$ cat config.mk
export PLATFORM = sky130hd
export DESIGN_NAME = wprot_ctrl
export DESIGN_NICKNAME = d
export VERILOG_FILES = /design/src/rtl/wprot_pkg.sv /design/src/rtl/wprot_rst_sync.sv /design/src/rtl/wprot_region_dec.sv /design/src/rtl/wprot_policy.sv /design/src/rtl/wprot_sticky.sv /design/src/rtl/wprot_ctrl.sv
export SDC_FILE = /design/constraint.sdc
export NUM_CORES = 1
export LEC_CHECK = 0
export BUFFER_PORTS_ARGS = -buffer_cell sky130_fd_sc_hd__buf_2
export CORE_AREA = 2 2 39 41
export CTS_BUF_LIST = sky130_fd_sc_hd__clkbuf_4 sky130_fd_sc_hd__clkbuf_8 sky130_fd_sc_hd__clkbuf_16
export DETAILED_ROUTE_END_ITERATION = 12
export DIE_AREA = 0 0 41 43
export PLACE_DENSITY = 0.69
export RECOVER_POWER = 50
export SLEW_MARGIN = 20
export SYNTH_ARGS = -nofsm -noshare
export SYNTH_HDL_FRONTEND = slang
export SYNTH_HIERARCHICAL = 1
export SYNTH_SLANG_ARGS = --single-unit
export TNS_END_PERCENT = 10
$ cat constraint.sdc
create_clock -name clk -period 2.43 [get_ports clk]
set_input_delay 0.243 -clock clk [delete_from_list [all_inputs] [get_ports clk]]
set_output_delay 0.243 -clock clk [all_outputs]
set_load 0.03 [all_outputs]
$ cat src/rtl/wprot_pkg.sv
package wprot_pkg;

  typedef enum logic [1:0] {
    LK_OPEN  = 2'd0,
    LK_GEN   = 2'd1,
    LK_GEN_A = 2'd2,
    LK_ALL   = 2'd3
  } lock_e;

  typedef enum logic [2:0] {
    RG_GEN  = 3'd0,
    RG_CTL  = 3'd1,
    RG_TBLA = 3'd2,
    RG_TBLB = 3'd3,
    RG_NONE = 3'd4
  } region_e;

endpackage

$ cat src/rtl/wprot_rst_sync.sv
module wprot_rst_sync #(
  parameter int STAGES = 2
) (
  input  logic clk,
  input  logic rst_n,
  output logic rst_sync_n
);
  logic [STAGES-1:0] chain_q;

  always_ff @(posedge clk or negedge rst_n) begin
    if (!rst_n) chain_q <= '0;
    else        chain_q <= {chain_q[STAGES-2:0], 1'b1};
  end

  assign rst_sync_n = chain_q[STAGES-1];
endmodule

$ cat src/rtl/wprot_region_dec.sv
module wprot_region_dec
  import wprot_pkg::*;
#(
  parameter int ADDR_W  = 9,
  parameter int GEN_HI  = 'h07F,
  parameter int CTL_HI  = 'h08F,
  parameter int TBLA_HI = 'h0CF,
  parameter int TBLB_HI = 'h10F
) (
  input  logic [ADDR_W-1:0] addr,
  output region_e           region
);
  localparam logic [ADDR_W-1:0] GEN_END  = ADDR_W'(GEN_HI);
  localparam logic [ADDR_W-1:0] CTL_END  = ADDR_W'(CTL_HI);
  localparam logic [ADDR_W-1:0] TBLA_END = ADDR_W'(TBLA_HI);
  localparam logic [ADDR_W-1:0] TBLB_END = ADDR_W'(TBLB_HI);

  always_comb begin
    if (addr <= GEN_END)       region = RG_GEN;
    else if (addr <= CTL_END)  region = RG_CTL;
    else if (addr <= TBLA_END) region = RG_TBLA;
    else if (addr <= TBLB_END) region = RG_TBLB;
    else                       region = RG_NONE;
  end
endmodule

$ cat src/rtl/wprot_policy.sv
module wprot_policy
  import wprot_pkg::*;
(
  input  logic    clk,
  input  logic    rst_n,
  input  region_e region,
  input  lock_e   lock,
  input  logic    wp_n,
  output logic    allow
);
  logic lock_hit;

  always_comb begin
    lock_hit = 1'b0;
    unique case (region)
      RG_GEN:  lock_hit = (lock != LK_OPEN);
      RG_TBLA: lock_hit = (lock == LK_GEN_A) || (lock == LK_ALL);
      RG_TBLB: lock_hit = (lock == LK_ALL);
      RG_CTL:  lock_hit = 1'b0;
      default: lock_hit = 1'b1;
    endcase
  end

  assign allow = wp_n && !lock_hit;

  assert_ctl_open_R5: assert property (@(posedge clk) disable iff (!rst_n)
    (region == RG_CTL && wp_n) |-> allow);

  assert_pin_blocks_R6: assert property (@(posedge clk) disable iff (!rst_n)
    !wp_n |-> !allow);
endmodule

$ cat src/rtl/wprot_sticky.sv
module wprot_sticky (
  input  logic clk,
  input  logic rst_n,
  input  logic set_i,
  input  logic clr_i,
  output logic flag_o
);
  logic flag_q;
  logic flag_d;
  logic flag_en;

  always_comb begin
    flag_en = set_i || clr_i;
    flag_d  = set_i;
  end

  always_ff @(posedge clk or negedge rst_n) begin
    if (!rst_n)       flag_q <= 1'b0;
    else if (flag_en) flag_q <= flag_d;
  end

  assign flag_o = flag_q;

  assert_set_R9: assert property (@(posedge clk) disable iff (!rst_n)
    set_i |=> flag_o);

  assert_hold_R9: assert property (@(posedge clk) disable iff (!rst_n)
    (flag_o && !clr_i) |=> flag_o);

  assert_clear_R10: assert property (@(posedge clk) disable iff (!rst_n)
    (clr_i && !set_i) |=> !flag_o);

  assert_idle_R11: assert property (@(posedge clk) disable iff (!rst_n)
    (!set_i && !clr_i) |=> $stable(flag_o));
endmodule

$ cat src/rtl/wprot_ctrl.sv
module wprot_ctrl
  import wprot_pkg::*;
#(
  parameter int ADDR_W  = 9,
  parameter int DATA_W  = 8,
  parameter int GEN_HI  = 'h07F,
  parameter int CTL_HI  = 'h08F,
  parameter int TBLA_HI = 'h0CF,
  parameter int TBLB_HI = 'h10F
) (
  input  logic              clk,
  input  logic              rst_n,
  input  logic              wr_req,
  input  logic [ADDR_W-1:0] wr_addr,
  input  logic [DATA_W-1:0] wr_data,
  input  logic [1:0]        lock_cfg,
  input  logic              wp_n,
  input  logic              flag_clr,
  output logic              arr_we,
  output logic [ADDR_W-1:0] arr_addr,
  output logic [DATA_W-1:0] arr_data,
  output logic              rej_flag
);
  localparam logic [ADDR_W-1:0] LAST_ADDR = ADDR_W'(TBLB_HI);

  logic    rst_sync_n;
  region_e region;
  logic    allow;
  logic    reject;

  wprot_rst_sync #(.STAGES(2)) u_rst (
    .clk        (clk),
    .rst_n      (rst_n),
    .rst_sync_n (rst_sync_n)
  );

  wprot_region_dec #(
    .ADDR_W  (ADDR_W),
    .GEN_HI  (GEN_HI),
    .CTL_HI  (CTL_HI),
    .TBLA_HI (TBLA_HI),
    .TBLB_HI (TBLB_HI)
  ) u_dec (
    .addr   (wr_addr),
    .region (region)
  );

  wprot_policy u_pol (
    .clk    (clk),
    .rst_n  (rst_sync_n),
    .region (region),
    .lock   (lock_e'(lock_cfg)),
    .wp_n   (wp_n),
    .allow  (allow)
  );

  always_comb begin
    arr_we   = wr_req && allow;
    reject   = wr_req && !allow;
    arr_addr = wr_addr;
    arr_data = wr_data;
  end

  wprot_sticky u_flag (
    .clk    (clk),
    .rst_n  (rst_sync_n),
    .set_i  (reject),
    .clr_i  (flag_clr),
    .flag_o (rej_flag)
  );

  assert_we_needs_req_R11: assert property (@(posedge clk) disable iff (!rst_sync_n)
    arr_we |-> wr_req);

  assert_no_we_pin_low_R6: assert property (@(posedge clk) disable iff (!rst_sync_n)
    !wp_n |-> !arr_we);

  assert_out_of_range_R12: assert property (@(posedge clk) disable iff (!rst_sync_n)
    (wr_req && wr_addr > LAST_ADDR) |=> rej_flag);

  assert_gen_locked_R2: assert property (@(posedge clk) disable iff (!rst_sync_n)
    (lock_cfg != 2'd0 && wr_addr <= ADDR_W'(GEN_HI)) |-> !arr_we);
endmodule

# Yosys cells after proc, flatten, opt, wreduce, memory -nomap -nowiden
# Cells that the tools add are included.
# W data, S select, Z words.
dict set report word_totals {
  regBits 3
  latch_bits 0
  mem_bits_rw 0
  romBits 0
  out_inout_bits 19
  n_memories 0
}
dict set report op_classes {
  n_addsub 0
  n_mul 0
  div_mod_pow 0
  magnitude_cmp 4
  n_eq_ne 5
  shifts 0
  n_mux 5
  bitwise 0
  n_reduce_logical 9
}
# operator count
set ops {}
lappend ops {{$le A9 B8 Y1 const B} 2}
lappend ops {{$mux W3} 4}
lappend ops {{$le A9 B7 Y1 const B} 1}
lappend ops {{$le A9 B9 Y1 const B} 1}
lappend ops {{$eq A3 B2 Y1 const B} 2}
lappend ops {{$eq A2 B2 Y1 const B} 2}
lappend ops {{$pmux W1 S4} 1}
lappend ops {{$eq A3 B1 Y1 const B} 1}
lappend ops {{$logic_and A1 B1 Y1} 3}
lappend ops {{$logic_not A3 Y1} 1}
lappend ops {{$logic_not A1 Y1} 2}
lappend ops {{$logic_or A1 B1 Y1} 2}
lappend ops {{$reduce_bool A2 Y1} 1}

# Depth between registers and ports, before layout
# Gate-level depths: netlist of the first run.
dict set report depth {
  depth_word 12
  depth_mapped 6
  ltp_nobuf 6
}

# Modules after synthesis
# Netlist of the first run, hierarchy kept.
# module instances cells_each area_each_um2 seq_area_each_um2
set by_module_without_submodules {}
lappend by_module_without_submodules {wprot_ctrl 1 19 143.9 0.0}
lappend by_module_without_submodules {wprot_region_dec 1 9 67.6 0.0}
lappend by_module_without_submodules {wprot_rst_sync 1 3 53.8 50.0}
lappend by_module_without_submodules {wprot_policy 1 5 43.8 0.0}
lappend by_module_without_submodules {wprot_sticky 1 3 36.3 25.0}

# Least setup slack after synthesis of the first run
# OpenSTA, ideal clock, no wires.
dict set report synth_timing {
  path_type {input to output}
  from {input wr_addr[4]}
  to {output arr_we}
  arrival_time_ns 1.514
  slack_ns 0.673
  cell_stages 5
  n_path_buf 0
  path_cell_list {or3_4 mux2i_1 or2b_1 a311oi_2 and2_2}
}
dict set report synth_via {
  elab_chain_cells 10
}
# item line
set synth_lines {}
lappend synth_lines {{start, declared} wprot_ctrl.sv:14} ;# input logic [ADDR_W-1:0] wr_addr,
lappend synth_lines {{$le A9 B9 Y1} wprot_region_dec.sv:22} ;# else if (addr <= TBLB_END) region = RG_TBLB;
lappend synth_lines {{$mux W3} wprot_region_dec.sv:22}
lappend synth_lines {{$mux W3} wprot_region_dec.sv:21} ;# else if (addr <= TBLA_END) region = RG_TBLA;
lappend synth_lines {{$mux W3} wprot_region_dec.sv:20} ;# else if (addr <= CTL_END) region = RG_CTL;
lappend synth_lines {{$mux W3 (*)} wprot_region_dec.sv:19} ;# if (addr <= GEN_END) region = RG_GEN;
lappend synth_lines {{via region[1]} wprot_ctrl.sv:27} ;# region_e region;
lappend synth_lines {{$eq A3 B1 Y1 (tied with other cells)} wprot_policy.sv:15} ;# unique case (region)
lappend synth_lines {{$pmux W1 S4 (*)} wprot_policy.sv:15}
lappend synth_lines {{$logic_not A1 Y1 (*)} wprot_policy.sv:24} ;# assign allow = wp_n && !lock_hit;
lappend synth_lines {{$logic_and A1 B1 Y1 (*)} wprot_policy.sv:24}
lappend synth_lines {{via allow} wprot_ctrl.sv:28} ;# logic allow;
lappend synth_lines {{$logic_and A1 B1 Y1 (*)} wprot_ctrl.sv:58} ;# arr_we = wr_req && allow;
lappend synth_lines {{end, declared} wprot_ctrl.sv:19} ;# output logic arr_we,
# The timed path passes the listed nets; every way through them passes the cells marked *.

# Final worst setup path of the first run
# Same ends and word-level chain as after synthesis.

==> results of run 1 <==
## through the flow
stage                     utilization  std cells  worst slack [ns]
final                           0.265         61             0.370
after floorplan                     -         39             0.673
after global routing            0.265         61             0.244
after CTS                       0.266         61             0.350
after global placement          0.237         56             0.434
after detailed placement        0.237         56             0.361
## sequential cells by signal, indices dropped and copies added (netlist names)
name,cells
u_rst/chain_q,2
u_flag/flag_o,1
## kinds of logic (layout without fill, tap and decap cells)
| kind of cell | count (synthesis) | in the layout | synth area share |
|---|---|---|---|
| and+or+nand+nor | 11 | 11 | 0.232 |
| muxes | 1 | 1 | 0.0290 |
| other | 1 | 1 | 0.0109 |
| DFF | 3 | 3 | 0.217 |
| buffers and inverters | 18 | 24 | 0.380 |
| AOI/OAI and AO/OA | 4 | 4 | 0.105 |
| xor gates and xnor gates | 1 | 1 | 0.0254 |
## cell type report
class | count | share of cell area
Multi-Input combinational cell | 18 | 0.379
Timing Repair Buffer | 19 | 0.270
Sequential cell | 3 | 0.205
Clock buffer | 4 | 0.0819
Tap cell | 16 | 0.0546
Inverter | 1 | 0.0102
## worst max path at each step
stage,from,endpoint,cells after the start
global placement,wr_addr[4],arr_we,7
finish,wr_addr[4],arr_we,7
floorplan,wr_addr[4],arr_we,5
CTS,wr_addr[4],arr_we,7
global route,wr_addr[4],arr_we,7
detailed placement,wr_addr[4],arr_we,7
## cells in the mapped netlist, drive strengths merged
| master | number |
|---|---|
| o21a | 1 |
| xnor2 | 1 |
| and2b | 2 |
| a21o | 1 |
| buf | 17 |
| and2 | 1 |
| conb | 1 |
| nand3b | 1 |
| nand2b | 3 |
| dfrtp | 3 |
| mux2i | 1 |
| inv | 1 |
| or3 | 1 |
| nor2 | 1 |
| or2b | 2 |
| a311oi | 1 |
| o22ai | 1 |
## power groups by stage
stage | Sequential [mW] | Combinational (mW) | Clock [mW]
2_1_floorplan | 0.0582 | 0.0687 | 0
3_3_place_gp | 0.0551 | 0.0474 | 0
3_5_place_dp | 0.0553 | 0.0481 | 0
4_1_cts | 0.0546 | 0.0496 | 0.100
5_1_grt | 0.0550 | 0.0537 | 0.107
6_report | 0.0546 | 0.0487 | 0.0959
## routing by layer
metal	routed length, um	vias to the layer above	track usage
met5	0	-	0
met4	0	0	0.0667
met3	75	0	0.0105
met2	309	15	0.113
met1	147	107	0.0414
li1	-	118	-
==> implementation parameters, run 1 <==
Parameter                              Value

Status
  Outcome ... finished, final reports clean

Routing
  Average routed wire per standard cell ... about 8.7 um
  Vias per cell ... roughly 4
  ANT nets after route ... 0
  Detailed Route Iter0 Violations ... 0
  Post-detailed-route DRC marker count ... 0
  Vias post-DR ... 240
  Detailed Route WL ... 532 um
  Detailed-router iteration count before antenna repair ... 1

Setup path
  Critical path buffers and inverters ... 2
  Category of the most critical setup path ... input port to output pin
  CP max FO ... 3
  Data required time at the worst endpoint ... 2.19 ns
  Worst setup EP type ... output pin
  Reg-to-reg endpoint ... u_flag/flag_o$_DFFE_PN0P_
  Slack of the worst reg-to-reg path ... 1.79 ns
  Crit path max-delay family ... simple AND/OR/NAND/NOR gates
  Slowest stage cell on the critical path ... or3_4
  Worst path arrival time ... roughly 1.8 ns
  Crit path launch type ... input port
  Reg-to-reg critical path startpoint ... u_flag/flag_o$_DFFE_PN0P_
  Number of cells on the worst reg-to-reg path ... 1
  Largest stage delay on the critical path ... around 0.40 ns
  List of cells traversed by the critical path ... buf_2 -> or3_4 -> mux2i_1 -> or2b_1 -> a311oi_2 -> and2_2 -> buf_2
  Most frequent cell on the critical path ... buf_2

Layout
  Commonest non-fill, non-tap cell in the layout ... buf_2
  Ant diodes ... 0
  Area growth syn-to-layout ... 6.16%
  Layout cell share with drive strength beyond 1 ... 0.556
  Final-stage net count ... 70
  Final non-filler cell area ... ~370 um2
  Fill cell count ... 155
  Area occupied by multi-input gates ... 139 um2
  Most frequent cells in the layout ... buf_2 (17), clkbuf_4 (4), nand2b_1 (3), dfrtp_1 (3), or2b_1 (2)
  Footprint of the flip-flops and latches ... between 70 and 80 um2

Logic synthesis
  Synthesized cell area ... approximately 350 um2
  Syn_area_per_cell ... 8.85 um2
  FF+latch count, synth ... 3
  Area share of the largest cell type after synthesis ... 0.370
  Count of mapped cells out of synthesis ... 39
  Cell accounting for the most synthesized area ... buf_4
  Netlist cell types ... 18
  Post-Synthesis Net Count ... 63
  Cells taking the most area after synthesis ... buf_4 (37%), dfrtp_1 (22%), nand2b_1 (5.4%), a311oi_2 (4.3%), or2b_1 (4.3%)
  Warning count from the yosys run ... 6
  Sequential fraction of the synthesis area ... 0.217

Die
  Die outline area ... 1760 um2
  Area inside the core boundary ... 1380 um2
  Number of I/O pins ... 43
  Die Wd ... 41 um
  Die Y-Extent ... between 40 and 50 um
  Num rows ... 14
  Initial Util ... 0.250

Timing
  Fraction of the cycle the final worst path needs ... 0.848
  Count of endpoints failing setup in the final report ... 0
  Number of failing hold endpoints at the final stage ... 0
  Final worst clock skew ... 0.000525 ns
  Number of pins with negative max-slew slack in the final report ... 0
  Setup TNS after final layout ... 0 ns
  RSZ-0062 raised after global routing ... no
  Min Tclk post-route ... slightly above 2 ns
  Final Hold Slack ... approximately 0.0065 ns
  Highest achievable clock rate ... 485 MHz

Clock network
  Clock-pin slew reported for the worst setup and hold paths after clock tree synthesis ... 0.04 ns
  Clock tree from TritonCTS ... built
  Worst-case clock buffer depth ... 2
  # H-tree levels ... 1
  Count of hold buffers inserted by post-cts repair ... 1
  Clock tree sinks ... 3
  Clk_lat worst skew ... 0.23 ns
  Buffers inserted by post-CTS timing repair ... 0
  Root cell of the clock tree ... clkbuf_4
  Post-cts sizing count ... 0
  Num CTS Buffers ... 3

Power
  Power consumption ... ~200 uW
  Switching fraction of total power ... 0.259
  P_leak ... between 0.15 and 0.2 nW
  Clock network fraction of design power ... 0.481
  Portion of total power attributed to combinational logic ... 0.245
  Sequential fraction of design power ... 0.274
  Int Pwr ... 148 uW
  Power density relative to cell area ... 543 nW/um2
  Switching power ... 51.5 uW
  Worst vdd rail ir drop ... between 0.09 and 0.1 mV

GRT
  Number of global-route vias before repair ... 228
  Total GRT Usage ... 0.0611
  Residual overflow from global routing ... 0
  Largest net degree at the start of global routing ... 7
  Wire length of the first global-routing pass ... 724 um
  Antenna violations before repair ... 0

Place
  Routability-driven placement congestion ratio ... 0.468
  I/O Buffers ... 18
  Placed cell area ... 328 um2
  Detailed placement HPWL ... 459 um

Worst hold path
  Min-Delay Path Class ... register to asynchronous set/reset pin

Job
  Max Cap Viol ... 0
(Power assumes the default switching activity.)
==> run 2, diff against run 1 <==
PLACE_DENSITY = 0.71   (was 0.69)
clock period = 1.8 ns   (was 2.43 ns; I/O delays follow)
==> implementation parameters, run 2 (synthesis gave the netlist of run 1 again) <==
Parameter                              Value

GRT
  Largest net degree at the start of global routing ... 7 (unchanged)
  Antenna violations before repair ... 0 (unchanged)
  Wire length of the first global-routing pass ... 745 um (+2.9%)
  Total GRT Usage ... 0.0720 (+0.0109)
  Residual overflow from global routing ... 0 (unchanged)
  Number of global-route vias before repair ... 202 (-11%)

Layout
  Final-stage net count ... 73 (+4.3%)
  Area growth syn-to-layout ... 18.8%
  Utilization after layout ... 0.297 (+0.0316)
  Area occupied by multi-input gates ... 140 um2 (+0.90%)
  Layout cell share with drive strength beyond 1 ... 0.604 (+0.0486)
  Most frequent cells in the layout ... buf_2 (15), clkbuf_4 (4)
  Ant diodes ... 0 (unchanged)
  Register with the most flip-flops ... u_rst/chain_q
  Footprint of the flip-flops and latches ... 75.1 um2 (unchanged)
  Max FFs per register ... 2 (unchanged)
  Commonest non-fill, non-tap cell in the layout ... buf_2
  Fill cell count ... 156 (+0.65%)

Setup path
  Most frequent cell on the critical path ... buf_6
  Slowest stage cell on the critical path ... or3_4
  Crit path launch type ... input port
  Category of the most critical setup path ... input port to output pin
  List of cells traversed by the critical path ... buf_6 -> or3_4 -> mux2i_1 -> or2b_1 -> a311oi_2 -> and2_4 -> buf_6
  Worst path arrival time ... 1.64 ns (-0.18 ns)
  Critical path buffers and inverters ... 2 (unchanged)
  Data required time at the worst endpoint ... 1.62 ns (-0.57 ns)
  Crit path max-delay family ... simple AND/OR/NAND/NOR gates
  Slack of the worst reg-to-reg path ... 1.16 ns (-0.63 ns)
  Largest stage delay on the critical path ... 0.40 ns (about the same)
  CP max FO ... 3 (unchanged)
  Worst setup EP type ... output pin

Routing
  Detailed Route Iter0 Violations ... 4 (+4)
  Post-detailed-route DRC marker count ... 0 (unchanged)
  Average routed wire per standard cell ... 9.61 um (+10%)
  Detailed-router iteration count before antenna repair ... 4 (+3)
  Vias per cell ... 3.84 (-2.3%)
  Vias post-DR ... 246 (+2.5%)
  Detailed Route WL ... 615 um (+16%)
  ANT nets after route ... 0 (unchanged)

Place
  Routability-driven placement congestion ratio ... 0.437 (-6.6%)
  Detailed placement HPWL ... 494 um (+7.7%)
  I/O Buffers ... 18 (unchanged)

Die
  Number of I/O pins ... 43 (unchanged)
  Num rows ... 14 (unchanged)
  Die Wd ... 41 um (unchanged)
  Initial Util ... 0.250 (unchanged)
  Die Y-Extent ... 43 um (unchanged)
  Area inside the core boundary ... 1380 um2 (unchanged)
  Die outline area ... 1760 um2 (unchanged)

Job
  Max Cap Viol ... 0 (unchanged)

Timing
  Count of endpoints failing setup in the final report ... 1 (+1)
  Number of failing hold endpoints at the final stage ... 0 (unchanged)
  Setup TNS after final layout ... -0.0238 ns (-0.0238 ns)
  RSZ-0062 raised after global routing ... yes
  Fraction of the cycle the final worst path needs ... 1.01
  Fin worst setup slack ... -0.0238 ns (-0.393 ns)
  Highest achievable clock rate ... 548 MHz
  Min Tclk post-route ... between 1.5 and 2 ns
  Final worst clock skew ... 0.00188 ns (+0.00136 ns)
  Number of pins with negative max-slew slack in the final report ... 0 (unchanged)

Clock network
  Root cell of the clock tree ... clkbuf_4
  Worst-case clock buffer depth ... 2 (unchanged)
  Clock tree sinks ... 3 (unchanged)
  Clk_lat worst skew ... 0.23 ns (about the same)
  Clock-pin slew reported for the worst setup and hold paths after clock tree synthesis ... 0.04 ns (about the same)
  Clock tree from TritonCTS ... built
  Num CTS Buffers ... 3 (unchanged)
  # H-tree levels ... 1 (unchanged)

Power
  Power density relative to cell area ... 690 nW/um2 (+27%)
  Int Pwr ... 208 uW (+41%)
  Switching fraction of total power ... 0.266 (+0.00775)
  P_leak ... 0.210 nW (+12%)
  Portion of total power attributed to combinational logic ... 0.267 (+0.022)
  Switching power ... 75.4 uW (+46%)
  Sequential fraction of design power ... 0.260 (-0.014)
  Worst vdd rail ir drop ... 0.108 mV (+13%)
  Clock network fraction of design power ... 0.473 (-0.008)

Status
  Violations in the final reports ... setup timing
  Outcome ... finished with violations

Worst hold path
  Min-Delay Path Class ... register to asynchronous set/reset pin
-- run 2: power groups by stage --
| stage | clock network [mW] | registers, mW | logic, mW |
|---|---|---|---|
| 3_3_place_gp | 0 | 0.0744 | 0.0687 |
| 6_report | 0.134 | 0.0737 | 0.0755 |
| 2_1_floorplan | 0 | 0.0785 | 0.0927 |
| 5_1_grt | 0.151 | 0.0742 | 0.0816 |
| 3_5_place_dp | 0 | 0.0747 | 0.0702 |
| 4_1_cts | 0.142 | 0.0738 | 0.0762 |
-- run 2: what timing repair did --
item / 4_1_cts / 5_1_grt
hold buffers: 1 / 0
setup endpoints to repair: 1 / 1
pin swaps: 3 / 1
hold endpoints to repair: 2 / 0
resized for setup: 5 / 0
setup buffers: 0 / 0
-- run 2: through the flow --
stage	worst slack, ns	hold WS, ns	power [mW]	area, um2	std cells
6_report	-0.0238	0.00640	0.283	410	64
5_1_grt	-0.0945	0.0178	0.307	410	64
4_1_cts	-0.0552	0.00814	0.291	410	64
3_5_place_dp	-0.130	-0.0292	0.145	350	59
3_3_place_gp	-0.0817	-0.0343	0.143	350	59
2_1_floorplan	0.131	-0.116	0.171	345	39
-- run 2: metal layers --
| layer | track usage | vias to the layer above | wire [um] | share of wire |
|---|---|---|---|---|
| met2 | 0.113 | 13 | 359 | 0.58 |
| met5 | 0 | - | 0 | 0 |
| met3 | 0.0262 | 0 | 67 | 0.11 |
| li1 | - | 124 | - | - |
| met1 | 0.0413 | 109 | 189 | 0.31 |
| met4 | 0.120 | 0 | 0 | 0 |
-- run 2: final cells by class --
class,instances,share of cell area
Sequential cell,3,0.183
Tap cell,16,0.0488
Multi-Input combinational cell,18,0.341
Clock buffer,4,0.0732
Inverter,1,0.00915
Timing Repair Buffer,22,0.345
-- run 2: final timing paths --
path	startpoint	endpoint	cells past startpoint
worst max register to register	u_flag/flag_o$_DFFE_PN0P_	u_flag/flag_o$_DFFE_PN0P_	1
worst min-delay path	u_rst/chain_q[1]$_DFF_PN0_	u_flag/flag_o$_DFFE_PN0P_	0
worst min register to register	u_rst/chain_q[1]$_DFF_PN0_	u_flag/flag_o$_DFFE_PN0P_	0
max in group asynchronous	rst_n	u_rst/chain_q[0]$_DFF_PN0_	2
min in group clk	flag_clr	u_flag/flag_o$_DFFE_PN0P_	3
worst max-delay path	wr_addr[6]	arr_we	7
